<file path="src/rtl/i2cseq_pkg.sv">
`timescale 1ns/1ps
package i2cseq_pkg;
   typedef enum logic [2:0] {
      S_IDLE, S_WSTART, S_WADDR1, S_WADDR2, S_WSACK, S_WDATA
   } seq_state_t;

   typedef enum logic [2:0] {
      A_STOP = 3'd0, A_CONT = 3'd1, A_START = 3'd2, A_ADDR1 = 3'd3,
      A_ADDR2 = 3'd4, A_SEND = 3'd5, A_RECV = 3'd6, A_RECV_STOP = 3'd7
   } act_t;

   localparam logic [7:0] ST_START   = 8'h08;
   localparam logic [7:0] ST_RSTART  = 8'h10;
   localparam logic [7:0] ST_WA_ACK  = 8'h18;
   localparam logic [7:0] ST_WA_NACK = 8'h20;
   localparam logic [7:0] ST_WD_ACK  = 8'h28;
   localparam logic [7:0] ST_WD_NACK = 8'h30;
   localparam logic [7:0] ST_RA_ACK  = 8'h40;
   localparam logic [7:0] ST_RA_NACK = 8'h48;
   localparam logic [7:0] ST_RD_ACK  = 8'h50;
   localparam logic [7:0] ST_RD_NACK = 8'h58;
   localparam logic [7:0] ST_WA2_ACK = 8'hD0;
   localparam logic [7:0] ST_RA2_ACK = 8'hE0;

   localparam logic [1:0] E_NONE  = 2'd0;
   localparam logic [1:0] E_NODEV = 2'd1;
   localparam logic [1:0] E_IO    = 2'd2;
endpackage

</file>
<file path="src/rtl/i2cseq_addr_fmt.sv">
`timescale 1ns/1ps
module i2cseq_addr_fmt #(
   parameter bit TEN_EN = 1'b1
) (
   input  logic [9:0] addr,
   input  logic       ten_req,
   input  logic       rd,
   output logic       ten_eff,
   output logic [7:0] byte1,
   output logic [7:0] byte2
);
   generate
      if (TEN_EN) begin : g_ten
         assign ten_eff = ten_req;
      end else begin : g_seven
         assign ten_eff = 1'b0;
      end
   endgenerate

   assign byte1 = ten_eff ? {5'b11110, addr[9:8], rd} : {addr[6:0], rd};
   assign byte2 = ten_eff ? addr[7:0] : 8'h00;
endmodule

</file>
<file path="src/rtl/i2cseq_step.sv">
`timescale 1ns/1ps
module i2cseq_step
   import i2cseq_pkg::*;
#(
   parameter int LEN_W = 8
) (
   input  seq_state_t       state,
   input  logic [7:0]       code,
   input  logic             ten,
   input  logic [LEN_W-1:0] left,
   input  logic             ack_cur,
   output seq_state_t       nxt_state,
   output act_t             act,
   output logic             dec_left,
   output logic             ack_nxt,
   output logic             fin,
   output logic [1:0]       err_set,
   output logic             ctl_rst,
   output logic             push_rx,
   output logic             take_tx
);
   logic             wr_path, rd_path;
   logic [LEN_W-1:0] rem_after;

   assign rem_after = (code == ST_RD_ACK) ? left - 1'b1 : left;

   always_comb begin
      nxt_state = state;
      act       = A_STOP;
      dec_left  = 1'b0;
      ack_nxt   = ack_cur;
      fin       = 1'b0;
      err_set   = E_NONE;
      ctl_rst   = 1'b0;
      push_rx   = 1'b0;
      take_tx   = 1'b0;
      wr_path   = 1'b0;
      rd_path   = 1'b0;
      if (state != S_IDLE) begin
         case (code)
            ST_START, ST_RSTART: begin
               act       = A_ADDR1;
               nxt_state = S_WADDR1;
            end
            ST_WA_ACK, ST_RA_ACK: begin
               if (ten) begin
                  act       = A_ADDR2;
                  nxt_state = S_WADDR2;
               end else if (code == ST_WA_ACK) begin
                  wr_path = 1'b1;
               end else begin
                  rd_path = 1'b1;
               end
            end
            ST_WA2_ACK, ST_WD_ACK: wr_path = 1'b1;
            ST_RA2_ACK, ST_RD_ACK: rd_path = 1'b1;
            ST_RD_NACK: begin
               act       = A_RECV_STOP;
               push_rx   = 1'b1;
               dec_left  = (left != '0);
               nxt_state = S_IDLE;
               fin       = 1'b1;
            end
            ST_WA_NACK, ST_WD_NACK, ST_RA_NACK: begin
               nxt_state = S_IDLE;
               fin       = 1'b1;
               err_set   = E_NODEV;
            end
            default: begin
               nxt_state = S_IDLE;
               fin       = 1'b1;
               err_set   = E_IO;
               ctl_rst   = 1'b1;
            end
         endcase

         if (wr_path) begin
            if (left == '0) begin
               nxt_state = S_IDLE;
               fin       = 1'b1;
            end else begin
               act       = A_SEND;
               nxt_state = S_WSACK;
               dec_left  = 1'b1;
               take_tx   = 1'b1;
            end
         end

         if (rd_path) begin
            if (code != ST_RD_ACK && left == '0) begin
               nxt_state = S_IDLE;
               fin       = 1'b1;
            end else begin
               if (code == ST_RD_ACK) begin
                  act      = A_RECV;
                  push_rx  = 1'b1;
                  dec_left = 1'b1;
               end else begin
                  act = A_CONT;
               end
               nxt_state = S_WDATA;
               if (rem_after == LEN_W'(1)) ack_nxt = 1'b0;
            end
         end
      end
   end
endmodule

</file>
<file path="src/rtl/i2cseq_engine.sv">
`timescale 1ns/1ps
module i2cseq_engine
   import i2cseq_pkg::*;
#(
   parameter int LEN_W  = 8,
   parameter bit TEN_EN = 1'b1
) (
   input  logic             clk,
   input  logic             rst_n,
   input  logic             cmd_valid,
   output logic             cmd_ready,
   input  logic [9:0]       cmd_addr,
   input  logic             cmd_ten,
   input  logic             cmd_rd,
   input  logic [LEN_W-1:0] cmd_len,
   input  logic             st_valid,
   input  logic [7:0]       st_code,
   input  logic [7:0]       st_rx_byte,
   output logic             act_valid,
   output logic [2:0]       act_code,
   output logic [7:0]       act_byte,
   output logic             act_ack,
   output logic             ctrl_reset,
   input  logic [7:0]       tx_byte,
   output logic             tx_take,
   output logic             rx_valid,
   output logic [7:0]       rx_data,
   output logic             done,
   output logic [1:0]       err_code
);
   generate
      if (LEN_W < 1 || LEN_W > 16) begin : g_bad_len
         $error("i2cseq_engine: LEN_W must be 1..16");
      end
   endgenerate

   seq_state_t       state_q, nxt_state;
   act_t             nxt_act;
   logic [LEN_W-1:0] left_q;
   logic             ten_q, ack_q;
   logic [7:0]       addr1_q, addr2_q;
   logic             ten_eff;
   logic [7:0]       fmt_b1, fmt_b2;
   logic             dec_left, ack_nxt, fin, ctl_rst, push_rx, take_tx;
   logic [1:0]       err_set;
   logic             accept;

   assign cmd_ready = (state_q == S_IDLE);
   assign accept    = cmd_valid && cmd_ready;

   i2cseq_addr_fmt #(.TEN_EN(TEN_EN)) addr_fmt_i (
      .addr(cmd_addr), .ten_req(cmd_ten), .rd(cmd_rd),
      .ten_eff(ten_eff), .byte1(fmt_b1), .byte2(fmt_b2)
   );

   i2cseq_step #(.LEN_W(LEN_W)) step_i (
      .state(state_q), .code(st_code), .ten(ten_q), .left(left_q),
      .ack_cur(ack_q), .nxt_state(nxt_state), .act(nxt_act),
      .dec_left(dec_left), .ack_nxt(ack_nxt), .fin(fin),
      .err_set(err_set), .ctl_rst(ctl_rst), .push_rx(push_rx),
      .take_tx(take_tx)
   );

   always_ff @(posedge clk or negedge rst_n) begin
      if (!rst_n) begin
         state_q    <= S_IDLE;
         left_q     <= '0;
         ten_q      <= 1'b0;
         ack_q      <= 1'b1;
         addr1_q    <= '0;
         addr2_q    <= '0;
         act_valid  <= 1'b0;
         act_code   <= A_STOP;
         act_byte   <= '0;
         act_ack    <= 1'b1;
         ctrl_reset <= 1'b0;
         tx_take    <= 1'b0;
         rx_valid   <= 1'b0;
         rx_data    <= '0;
         done       <= 1'b0;
         err_code   <= E_NONE;
      end else begin
         act_valid  <= 1'b0;
         ctrl_reset <= 1'b0;
         tx_take    <= 1'b0;
         rx_valid   <= 1'b0;
         done       <= 1'b0;
         if (accept) begin
            state_q   <= S_WSTART;
            left_q    <= cmd_len;
            ten_q     <= ten_eff;
            ack_q     <= 1'b1;
            addr1_q   <= fmt_b1;
            addr2_q   <= fmt_b2;
            err_code  <= E_NONE;
            act_valid <= 1'b1;
            act_code  <= A_START;
            act_byte  <= '0;
            act_ack   <= 1'b1;
         end else if (st_valid) begin
            state_q   <= nxt_state;
            ack_q     <= ack_nxt;
            act_valid <= 1'b1;
            act_code  <= nxt_act;
            act_ack   <= ack_nxt;
            if (dec_left) left_q <= left_q - 1'b1;
            case (nxt_act)
               A_ADDR1: act_byte <= addr1_q;
               A_ADDR2: act_byte <= addr2_q;
               A_SEND:  act_byte <= tx_byte;
               default: act_byte <= '0;
            endcase
            tx_take    <= take_tx;
            rx_valid   <= push_rx;
            if (push_rx) rx_data <= st_rx_byte;
            done       <= fin;
            if (fin) err_code <= err_set;
            ctrl_reset <= ctl_rst;
         end
      end
   end

   // completion is a single-cycle pulse
   p_done_pulse_r12: assert property (@(posedge clk) disable iff (!rst_n)
      done |=> !done);
   // a taken request opens with START
   p_start_after_accept_r2: assert property (@(posedge clk) disable iff (!rst_n)
      accept |=> (act_valid && act_code == A_START && !cmd_ready));
   // controller reset only with an I/O error ending
   p_ctrl_rst_err_r10: assert property (@(posedge clk) disable iff (!rst_n)
      ctrl_reset |-> (done && err_code == E_IO && act_code == A_STOP));
   // the data source is only consumed by a SEND action
   p_take_with_send_r5: assert property (@(posedge clk) disable iff (!rst_n)
      tx_take |-> (act_valid && act_code == A_SEND));
   // received bytes only come with a receive action
   p_rx_with_recv_r6: assert property (@(posedge clk) disable iff (!rst_n)
      rx_valid |-> (act_valid && (act_code == A_RECV || act_code == A_RECV_STOP)));
   // a stray status in idle gives only a stop
   p_idle_status_r11: assert property (@(posedge clk) disable iff (!rst_n)
      (st_valid && cmd_ready && !cmd_valid) |=>
         (act_valid && act_code == A_STOP && !done && $stable(err_code)));
endmodule

</file>
<file path="config.mk">
export PLATFORM = sky130hd
export DESIGN_NAME = i2cseq_engine
export DESIGN_NICKNAME = d
export VERILOG_FILES = /design/src/rtl/i2cseq_pkg.sv /design/src/rtl/i2cseq_addr_fmt.sv /design/src/rtl/i2cseq_step.sv /design/src/rtl/i2cseq_engine.sv
export SDC_FILE = /design/constraint.sdc
export NUM_CORES = 1
export LEC_CHECK = 0
export BUFFER_PORTS_ARGS = -buffer_cell sky130_fd_sc_hd__buf_2
export CAP_MARGIN = 20
export CORE_MARGIN = 2
export CORE_UTILIZATION = 35
export CTS_CLUSTER_SIZE = 28
export DETAILED_ROUTE_END_ITERATION = 6
export GPL_TIMING_DRIVEN = 1
export PLACE_DENSITY = 0.66
export SLEW_MARGIN = 20
export SYNTH_ARGS = -nofsm -noshare
export SYNTH_HDL_FRONTEND = slang
export SYNTH_HIERARCHICAL = 1
export SYNTH_SLANG_ARGS = --single-unit
</file>
<file path="constraint.sdc">
create_clock -name clk -period 2.4 [get_ports clk]
set_input_delay 0.24 -clock clk [delete_from_list [all_inputs] [get_ports clk]]
set_output_delay 0.24 -clock clk [all_outputs]
set_load 0.01 [all_outputs]
</file>
==> run metrics, run 1 <==
routed wire length 7.07 mm; CP max stage cell dfrtp_2; top cell type's share of synthesized area 44.6%; Area contributors post-synth dfrtp_1 (45%), nand2_1 (10%), mux2i_1 (5.0%); Setup crit end kind flip-flop; EDFF count, synth 0; post-route ant nets 0; prevailing post-synth register cell dfrtp_1; Placed Area 3530 µm²; Layout area overhead 20.9%; Max FO, Critical Path 9; setup bufs post-CTS 0; Setup crit start left_q[0]$_DFFE_PN0P_; Gate Count Post-Synth 334; hold crit path type in2reg; via count 2560; CTS buffer count 5; R2R Path Start left_q[0]$_DFFE_PN0P_; die area 9420 µm²; final worst path period share 93.5%; vias in the first global route 2510; ANT cells 0; Max Clock Skew 0.00465 ns; Final Util 44.2%; first-pass GRT wire length 12.3 mm; post-synth cell types 53; switching power 655 µW; row cnt 33; Reg power frac 51.8%; Worst EP required 2.64 ns; Startpoint Class flip-flop; drt via density 4.93; Max-cap violations 0; pins over their slew limit 0; clock share of power 24.9%; Comb pwr share a little under a quarter; TritonCTS clock tree built; kind of critical path reg2reg; Die Ht 97.1 µm; Pwr Density 595 nW/µm²; critical path depth in cells 9; DRC Markers 0; worst path arrival time 2.49 ns; synthesized cell area 3030 µm²; CP bufs+invs 1; total track usage 15.7%; status completed; Nets between 400 and 500; async set-reset flop share out of synthesis 100%; Leak approximately 1.8 nW; critical path's top delay family simple AND/OR/NAND/NOR gates; CTS Sinks 55; # setup viols final 0; switch share 30.0%; CORE AREA 8300 µm²; max incr delay on CP between 0.4 and 0.5 ns; worst path cell trace inv_1 -> ha_1 -> nand3_1 -> nand2_2 -> a31oi_2 -> or2b_2 -> nand2b_1 -> and3_2 -> a22o_1; Hold EP addr1_q[0]$_DFFE_PN0P_; worst slew pin tran about 0.54 ns; clock tree buffer depth 2; Hold Crit Depth 3; reg2reg setup slack 0.16 ns; Peak VDD IR roughly 0.28 mV; Initial DRC Count approximately 160; width of the chip 97.1 µm; area leader, netlist dfrtp_1; Final Cell Area 3660 µm²; post-DP HPWL 5.55 mm; layout cells sized above 1 29.5%; DR pass1 iterations 4; FILL cells 830; relative slew slack 63.7%; Starting Density 36.5%; Ys Warns 6; total gr overflow 0; Reg clk slew, reported paths 0.09 ns; number of synthesized register bits 55; synthesized area per cell 9.07 µm²; worst-skew pair later-pin latency approximately 0.30 ns; Max Clk Rate 446 MHz; critical hold path startpoint cmd_rd; sequential fraction of the synthesis area a little under half; Ports 76; fin crit period 2.24 ns; worst reg2reg path depth 9; unrepaired setup endpoints after global routing no; Fin. Hold Viols 0; Total Power 2.18 mW; gpl congestion between 0.8 and 0.9; RR Endpoint act_byte[3]$_DFFE_PN0P_; pin count of the biggest net entering global routing 36; # port buffers 75; H-tree Lvls 2; internal power 1.53 mW; initial antenna violation count 0; setup tns final 0 ns; DR WL/cell 13.6 µm; Syn Nets about 380; Root Driver clkbuf_8
## synth_stat cells (2+ instances only)
| library cell | n |
|---|---|
| nor2_1 | 18 |
| mux2_2 | 2 |
| o21ai_1 | 8 |
| clkbuf_1 | 3 |
| nand4_1 | 3 |
| a31oi_1 | 3 |
| a21oi_1 | 11 |
| a22oi_1 | 2 |
| and3_1 | 5 |
| or3_1 | 2 |
| nand2b_1 | 5 |
| or2_1 | 2 |
| nor3_1 | 5 |
| o211ai_1 | 2 |
| inv_1 | 8 |
| buf_6 | 4 |
| a22o_1 | 8 |
| and2_2 | 6 |
| nand3_1 | 11 |
| mux2_1 | 8 |
| or2_2 | 2 |
| nor3_2 | 2 |
| xnor2_1 | 7 |
| mux2i_1 | 15 |
| and2_1 | 3 |
| nor4_1 | 2 |
| buf_2 | 8 |
| o21ai_0 | 13 |
| ha_1 | 2 |
| dfrtp_1 | 54 |
| nor2b_1 | 3 |
| buf_4 | 2 |
| and3b_1 | 2 |
| nor3b_1 | 3 |
| nand2_1 | 82 |
## flip-flops by register name, summed over array words and instances (netlist names)
register	cells
rx_data	8
ack_q	1
state_q	3
addr1_q	8
ten_q	1
act_code	3
act_byte	8
ctrl_reset	1
tx_take	1
addr2_q	8
rx_valid	1
err_code	2
left_q	8
done	1
act_valid	1
## power by group through the flow
stage,registers (mW),clock network [mW],logic [mW]
3_3_place_gp,1.14,0,0.496
3_5_place_dp,1.15,0,0.507
6_report,1.13,0.543,0.508
5_1_grt,1.15,0.612,0.584
2_1_floorplan,1.14,0,0.315
4_1_cts,1.13,0.561,0.512
## cell usage in the layout, fill, tap and decap left out, types with 2 or more instances in the layout
cell type and count:
or3_1 2, a31oi_1 2, nand3_1 11, a22o_1 8
and2_1 3, and3_1 4, nor4_2 2, nor2_1 18
ha_1 2, nand2b_1 5, buf_4 14, xnor2_1 7
mux2_2 2, o21ai_1 8, nand4_1 3, or2_2 2
or2_1 2, buf_2 75, mux2_1 8, a21oi_1 10
clkbuf_8 7, nor3_1 5, and2_2 6, nand2_1 81
nor3_2 2, nor3b_1 3, mux2i_1 15, inv_1 8
nor2b_1 3, o21ai_0 13, a22oi_1 2, o211ai_1 2
and3b_1 2, dfrtp_1 53
## how the worst max path moves through the flow
| stage | slack, ns | end |
|---|---|---|
| finish | 0.16 | act_byte[3]$_DFFE_PN0P_ |
| global route | 0.002 | act_byte[6]$_DFFE_PN0P_ |
| CTS | 0.06 | act_byte[5]$_DFFE_PN0P_ |
| detailed placement | -0.03 | act_byte[5]$_DFFE_PN0P_ |
| global placement | -0.001 | act_byte[4]$_DFFE_PN0P_ |
| floorplan | 0.06 | act_byte[6]$_DFFE_PN0P_ |
## worst reg2reg max path, cell delays in order, from the launching register on
cell,delay (ns)
dfrtp_2,0.42
inv_1,0.09
ha_1,0.25
nand3_1,0.19
nand2_2,0.13
a31oi_2,0.24
or2b_2,0.39
nand2b_1,0.08
and3_2,0.26
a22o_1,0.14
## per-layer routing
layer / share of wire (%) / GRT usage (%) / vias up
li1: - / - / 1301
met1: 46 / 21.0 / 1193
met2: 48 / 26.2 / 62
met3: 4.9 / 3.02 / 4
met4: 0.85 / 3.90 / 0
met5: 0 / 0 / -
## kinds of logic (layout without fill, tap and decap cells)
family                     count (synthesis)  after routing  synth area share [%]
adders and majority gates                  2              2                 0.826
DFF                                       55             55                  45.5
and+or+nand+nor                          163            163                  26.3
AOI/OAI and AO/OA                         54             54                  11.5
buffers and inverters                     27            107                  4.91
xor gates and xnor gates                   8              8                  2.31
muxes                                     25             25                  8.67
## through the flow
step | std cells | setup WS (ns) | hold slack, ns
2_1_floorplan | 334 | 0.0641 | -0.0556
6_report | 519 | 0.156 | 0.122
5_1_grt | 519 | 0.00213 | 0.115
3_3_place_gp | 510 | -0.00120 | 0.160
4_1_cts | 519 | 0.0614 | 0.109
3_5_place_dp | 510 | -0.0331 | 0.159
## repair_timing
item	4_1_cts	5_1_grt
hold buffers	1	0
endpoints found under the hold margin	14	0
resized for setup	2	5
endpoints found under the setup margin	8	8
## cell type report
type | instances | area [µm²] | area share, %
inverters | 9 | 33.8 | 0.922
well taps | 105 | 131 | 3.58
clock buffers | 8 | 100 | 2.73
multi-input cells | 252 | 1530 | 41.8
repair buffers | 90 | 490 | 13.4
flip-flops and latches | 55 | 1380 | 37.6
Power figures use the tool's default switching activity.
==> inputs of run 2 (changes only) <==
--- a/config.mk
+++ b/config.mk
@@ -9,6 +9,7 @@
 export CAP_MARGIN = 20
 export CORE_MARGIN = 2
 export CORE_UTILIZATION = 35
+export CTS_BUF_LIST = sky130_fd_sc_hd__clkbuf_4 sky130_fd_sc_hd__clkbuf_8
 export CTS_CLUSTER_SIZE = 28
 export DETAILED_ROUTE_END_ITERATION = 6
 export GPL_TIMING_DRIVEN = 1
@@ -16,5 +17,4 @@
 export SLEW_MARGIN = 20
 export SYNTH_ARGS = -nofsm -noshare
 export SYNTH_HDL_FRONTEND = slang
-export SYNTH_HIERARCHICAL = 1
 export SYNTH_SLANG_ARGS = --single-unit
==> run 2 against run 1 <==
Register-to-register slack got worse by 0.13 ns. Fmax fell by 5.4%. Sequential cell count did not move. Clock skew rose by 0.0032 ns. Clock-buffer cell count fell by 2. First-iteration DRC count fell by 24%.
==> run metrics, run 2 <==
prevailing post-synth register cell dfrtp_1 (unchanged); pins over their slew limit 0 (unchanged); hold crit path type in2async (was in2reg); CTS buffer count 5 (unchanged); Layout area overhead 27.3% (was 20.9%); XOR/XNOR share of the synthesized area 0.576% (was 2.31%); Total Power 3.23 mW (was 2.18 mW); area leader, netlist dfrtp_1 (unchanged); Reg clk slew, reported paths 0.11 ns (was 0.09 ns); largest family of logic cells by synthesized area simple AND/OR/NAND/NOR gates (unchanged); worst setup margin 0.0282 ns (was 0.156 ns); async set-reset flop share out of synthesis 100% (unchanged); post-route ant nets 0 (unchanged); Peak VDD IR 0.287 mV (was 0.278 mV); list of most frequent post-synthesis cells nand2_1 (86), dfrtp_1 (54), o21ai_0 (26) (was nand2_1 (82), dfrtp_1 (54), nor2_1 (18)); Leak 1.87 nW (was 1.82 nW); critical path's top delay family simple AND/OR/NAND/NOR gates (unchanged); most common cell after layout, fill and taps aside nand2_1 (unchanged); Worst EP required 2.62 ns (was 2.64 ns); Startpoint Class flip-flop (unchanged); Fin. Hold Viols 0 (unchanged); Nets 498 (was 463); total gr overflow 0 (unchanged); unrepaired setup endpoints after global routing yes (was no); dpl ws 0.0120 ns (was -0.0331 ns); worst path arrival time 2.59 ns (was 2.49 ns); FILL cells 901 (was 830); CP bufs+invs 3 (was 1); hold_buf cts 0 (was 1); CORE AREA 8590 µm² (was 8300 µm²); Root Driver clkbuf_8 (unchanged); most common cell in the netlist nand2_1 (unchanged); Ports 76 (unchanged); gpl congestion 0.902 (was 0.858); worst slew pin tran 0.844 ns (was 0.543 ns); first-pass GRT wire length 13.9 mm (was 12.3 mm); Gate Count Post-Synth 357 (was 334); worst path cell trace inv_2 -> ha_4 -> or3b_4 -> nor4_4 -> buf_4 -> a21oi_2 -> a31o_4 -> a21oi_4 -> buf_6 -> nor2_2 -> o22a_1 (was inv_1 -> ha_1 -> nand3_1 -> nand2_2 -> a31oi_2 -> or2b_2 -> nand2b_1 -> and3_2 -> a22o_1); kind of critical path reg2reg (unchanged); TritonCTS clock tree built (unchanged); Die Ht 97.2 µm (was 97.1 µm); Synth Area in Simple Gates 28.5% (was 26.3%); clock tree buffer depth 2 (unchanged); vias in the first global route 2860 (was 2510); ANT cells 0 (unchanged); DRC Markers 0 (unchanged); post-synth cell types 60 (was 53); sequential fraction of the synthesis area 45.3% (was 45.5%); width of the chip 97.2 µm (was 97.1 µm); Compound-Gate Fraction of Synth Area 19.6% (was 11.5%); Worst Hold Slack 0.0352 ns (was 0.122 ns); relative slew slack 43.5% (was 63.7%); Max FO, Critical Path 5 (was 9); # port buffers 75 (unchanged); routed wire length 8.48 mm (was 7.07 mm); drt via density 5.33 (was 4.93); Starting Density 35.4% (was 36.5%); die area 9460 µm² (was 9420 µm²); fin crit period 2.37 ns (was 2.24 ns); CP max stage cell dfrtp_1 (was dfrtp_2); reg2reg setup slack 0.03 ns (was 0.16 ns); CTS Sinks 55 (unchanged); row cnt 34 (was 33); H-tree Lvls 2 (unchanged); layout cells sized above 1 31.1% (was 29.5%); adder-cell share of the synthesized area 0.411% (was 0.826%); Syn Nets 406 (was 384); post-DP HPWL 5.87 mm (was 5.55 mm); worst-skew pair later-pin latency 0.32 ns (was 0.30 ns); DR WL/cell 15.2 µm (was 13.6 µm); DR pass1 iterations 4 (unchanged); Max Clk Rate 422 MHz (was 446 MHz); initial antenna violation count 0 (unchanged); Max-cap violations 0 (unchanged); EDFF count, synth 0 (unchanged); Initial DRC Count 125 (was 164); Final Util 45.1% (was 44.2%); number of synthesized register bits 55 (unchanged); via count 2975 (was 2560); max incr delay on CP 0.40 ns (was 0.42 ns); Setup crit end kind flip-flop (unchanged); Max Clock Skew 0.00780 ns (was 0.00465 ns); top cell type's share of synthesized area 44.4% (was 44.6%); # setup viols final 0 (unchanged); final worst path period share 98.8% (was 93.5%); Ys Warns 0 (was 6); most frequent cells in the layout nand2_1 (86), buf_2 (75), dfrtp_1 (54) (was nand2_1 (81), buf_2 (75), dfrtp_1 (53)); synthesized cell area 3040 µm² (was 3030 µm²); post-synthesis mux area share 0.987% (was 8.67%); pin count of the biggest net entering global routing 56 (was 36); total track usage 17.7% (was 15.7%); synthesized area per cell 8.52 µm² (was 9.07 µm²); Pwr Density 833 nW/µm² (was 595 nW/µm²); Area contributors post-synth dfrtp_1 (44%), nand2_1 (11%), o21ai_0 (4.3%) (was dfrtp_1 (45%), nand2_1 (10%), mux2i_1 (5.0%)); status completed (unchanged)
run 2: changes by cell type after synthesis, moves of 7 or more:
cell / delta
mux2i_1: -12
mux2_1: -8
a21oi_1: +14
and2_1: +7
o21ai_0: +13
a221oi_1: +8
o21ai_1: -8
nor3_1: +15
a22o_1: -8
run 2: timing repair:
item / 4_1_cts / 5_1_grt
pin swaps: 1 / 13
setup endpoints to repair: 4 / 15
hold endpoints to repair: 0 / 0
cloned: 0 / 0
setup buffers: 0 / 6
resized for setup: 0 / 29
run 2: logic make-up after synthesis:
| family | Yosys count |
|---|---|
| compound gates | 86 |
| xor+xnor | 2 |
| fa+ha+maj | 1 |
| buf+inv | 30 |
| flops | 55 |
| mux | 3 |
| simple gates | 180 |
run 2: worst register-to-register path, cell delays in order (launching register included):
cell and delay, ns:
dfrtp_1 0.40, inv_2 0.10, ha_4 0.14, or3b_4 0.39, nor4_4 0.27, buf_4 0.17, a21oi_2 0.05, a31o_4 0.23
a21oi_4 0.21, buf_6 0.14, nor2_2 0.04, o22a_1 0.14
run 2: metal layers:
| metal | track usage, % | part of all wire [%] | wire length, µm | vias to the layer above |
|---|---|---|---|---|
| met3 | 2.66 | 4.6 | 392 | 14 |
| li1 | - | - | - | 1438 |
| met4 | 5.56 | 2.0 | 166 | 0 |
| met1 | 23.8 | 44 | 3720 | 1436 |
| met2 | 29.6 | 50 | 4200 | 87 |
| met5 | 0 | 0 | 0 | - |
run 2: layout make-up:
class                      instances  area [µm²]  area share (%)
clock buffer                       6        76.3            1.97
clock inverter                     2        38.8            1.00
inverter                          12        45.0            1.16
multi-input combinational        272        1600            41.2
sequential                        55        1380            35.6
tap                              108         135            3.49
timing repair buffer             103         604            15.6
run 2: through the flow:
stage / std cells / area [µm²] / TNS [ns]
finish: 558 / 3870 / 0
global route: 558 / 3870 / -0.726
CTS: 552 / 3730 / 0
detailed placement: 544 / 3620 / 0
global placement: 544 / 3620 / 0
floorplan: 357 / 3040 / 0
run 2: worst paths after layout:
kind	from	end	cells after the start
min in group clk	st_rx_byte[5]	rx_data[5]$_DFFE_PN0P_	3
worst min-delay path	rst_n	addr2_q[7]$_DFFE_PN0P_	2
worst max register to register	left_q[1]$_DFFE_PN0P_	left_q[7]$_DFFE_PN0P_	11
worst max-delay path	left_q[1]$_DFFE_PN0P_	left_q[7]$_DFFE_PN0P_	11
max in group asynchronous	rst_n	left_q[2]$_DFFE_PN0P_	2
worst min register to register	addr1_q[3]$_DFFE_PN0P_	addr1_q[3]$_DFFE_PN0P_	2
run 2: report_power, final:
part / switching [mW] / total, mW / internal, mW
logic: 0.707 / 1.21 / 0.500
registers: 0.186 / 1.36 / 1.18
clock network: 0.328 / 0.656 / 0.327
==> inputs of run 3 (changes only) <==
--- a/config.mk
+++ b/config.mk
@@ -13,7 +13,6 @@
 export CTS_CLUSTER_SIZE = 28
 export DETAILED_ROUTE_END_ITERATION = 6
 export GPL_TIMING_DRIVEN = 1
-export PLACE_DENSITY = 0.66
 export SLEW_MARGIN = 20
 export SYNTH_ARGS = -nofsm -noshare
 export SYNTH_HDL_FRONTEND = slang
==> run 3 against run 2 <==
First-iteration DRC count fell by 27%. Global-route usage fell by 0.17 points. Worst setup slack improved by 0.16 ns. Non-clock buffer count fell by 4. Sequential power barely moved. Utilization fell by 1.0 points. Via count fell by 2.4%.
==> run metrics, run 3 (synthesis results as in run 2) <==
ANT cells 0 (unchanged); post-DP HPWL 5.86 mm (was 5.87 mm); TritonCTS clock tree built (unchanged); Max Clk Rate 452 MHz (was 422 MHz); Layout area overhead 24.4% (was 27.3%); final worst path period share 92.2% (was 98.8%); Worst EP required 2.59 ns (was 2.62 ns); Setup crit end kind flip-flop (unchanged); Peak VDD IR 0.295 mV (was 0.287 mV); worst slew pin tran 0.816 ns (was 0.844 ns); Fin. Hold Viols 0 (unchanged); kind of critical path reg2reg (unchanged); Nets 494 (was 498); routed wire length 8.18 mm (was 8.48 mm); DRC Markers 0 (unchanged); # port buffers 75 (unchanged); clock tree buffer depth 2 (unchanged); vias in the first global route 2865 (was 2860); Root Driver clkbuf_8 (unchanged); clock share of power 18.0% (was 20.3%); switch share 38.2% (was 37.9%); DR pass1 iterations 4 (unchanged); switching power 1.14 mW (was 1.22 mW); status completed (unchanged); Comb pwr share 36.2% (was 37.4%); Reg power frac 45.8% (was 42.3%); setup tns final 0 ns (unchanged); most common cell after layout, fill and taps aside nand2_1 (unchanged); via count 2903 (was 2975); H-tree Lvls 2 (unchanged); initial antenna violation count 0 (unchanged); post-route ant nets 0 (unchanged); Max-cap violations 0 (unchanged); Max Clock Skew 0.0107 ns (was 0.00780 ns); total track usage 17.6% (was 17.7%); worst-skew pair later-pin latency 0.31 ns (was 0.32 ns); Leak 1.83 nW (was 1.87 nW); width of the chip 97.2 µm (unchanged); worst path arrival time 2.40 ns (was 2.59 ns); fin crit period 2.21 ns (was 2.37 ns); Initial DRC Count 91 (was 125); hold crit path type in2async (unchanged); gpl congestion 0.894 (was 0.902); total gr overflow 0 (unchanged); unrepaired setup endpoints after global routing no (was yes); Reg clk slew, reported paths 0.09 ns (was 0.11 ns); relative slew slack 45.4% (was 43.5%); # setup viols final 0 (unchanged); pin count of the biggest net entering global routing 56 (unchanged); Startpoint Class flip-flop (unchanged); Starting Density 35.4% (unchanged); row cnt 34 (unchanged); CTS Sinks 55 (unchanged); pins over their slew limit 0 (unchanged); drt via density 5.24 (was 5.33); Max FO, Critical Path 8 (was 5); Ports 76 (unchanged); first-pass GRT wire length 13.8 mm (was 13.9 mm); CORE AREA 8590 µm² (unchanged); CTS buffer count 5 (unchanged); layout cells sized above 1 28.5% (was 31.1%); DR WL/cell 14.8 µm (was 15.2 µm); Worst Hold Slack 0.0541 ns (was 0.0352 ns); Pwr Density 789 nW/µm² (was 833 nW/µm²); most frequent cells in the layout nand2_1 (86), buf_2 (75), dfrtp_1 (54) (unchanged); Die Ht 97.2 µm (unchanged); die area 9460 µm² (unchanged); placed insts 544 (unchanged); internal power 1.85 mW (was 2.01 mW); post-route insts no fill 554 (was 558)
-- run 3: cell types whose count changed in the layout (fill, tap and decap cells not counted), sizes merged --
cell / change
clkinvlp: +1
bufinv: -1
buf: -4
-- run 3: power groups by stage --
stage	sequential [mW]	combinational [mW]	clock [mW]
after floorplan	1.36	0.683	0
after global placement	1.37	1.05	0
after detailed placement	1.38	1.05	0
after CTS	1.36	1.06	0.560
after global routing	1.40	1.24	0.596
final	1.37	1.08	0.537
-- run 3: worst paths after layout --
path                                             start                 endpoint  slack [ns]  cells after the start
min in group clk                         st_rx_byte[0]   rx_data[0]$_DFFE_PN0P_        0.11                      3
worst min register to register  addr1_q[4]$_DFFE_PN0P_   addr1_q[4]$_DFFE_PN0P_        0.48                      2
worst min-delay path                             rst_n    left_q[4]$_DFFE_PN0P_        0.05                      2
worst max-delay path             left_q[0]$_DFFE_PN0P_  act_byte[1]$_DFFE_PN0P_        0.19                     11
worst max register to register   left_q[0]$_DFFE_PN0P_  act_byte[1]$_DFFE_PN0P_        0.19                     11
max in group asynchronous                        rst_n   rx_data[6]$_DFFE_PN0P_        1.87                      2
-- run 3: through the flow --
| stage | utilization, % | cell area [µm²] | worst slack (ns) | total power, mW |
|---|---|---|---|---|
| 2_1_floorplan | - | 3040 | 0.0788 | 2.04 |
| 3_3_place_gp | 42.1 | 3620 | 0.131 | 2.42 |
| 3_5_place_dp | 42.1 | 3620 | 0.0629 | 2.44 |
| 4_1_cts | 43.2 | 3710 | 0.0481 | 2.98 |
| 5_1_grt | 44.0 | 3780 | 0.00825 | 3.23 |
| 6_report | 44.0 | 3780 | 0.188 | 2.98 |
-- run 3: final cells by class --
| cell class | instances | area (µm²) |
|---|---|---|
| Inverter | 12 | 45.0 |
| Sequential cell | 55 | 1380 |
| Clock inverter | 2 | 16.3 |
| Multi-Input combinational cell | 272 | 1550 |
| Clock buffer | 6 | 76.3 |
| Fill cell | 904 | 4810 |
| Timing Repair Buffer | 99 | 581 |
| Tap cell | 108 | 135 |
-- run 3: critical path, cell delays in order (launching register included) --
cell and delay [ns]:
dfrtp_1 0.39, inv_1 0.07, ha_1 0.16, or3b_4 0.40
nor4_4 0.18, buf_4 0.19, nand2_1 0.08, o211ai_4 0.13
a211oi_4 0.10, buf_12 0.15, nor3_1 0.18, a21oi_1 0.06
-- run 3: per-layer routing --
| layer | wire length [µm] | vias to the layer above | track usage [%] |
|---|---|---|---|
| met1 | 3670 | 1363 | 23.8 |
| met2 | 3960 | 103 | 28.4 |
| met3 | 435 | 12 | 3.74 |
| met5 | 0 | - | 0 |
| met4 | 122 | 0 | 5.24 |
| li1 | - | 1425 | - |
-- run 3: what timing repair did --
item	in CTS	in global routing
buffers inserted	0	3
hold endpoints to repair	0	0
hold buffers	0	0
resized for setup	0	6
setup endpoints to repair	0	16
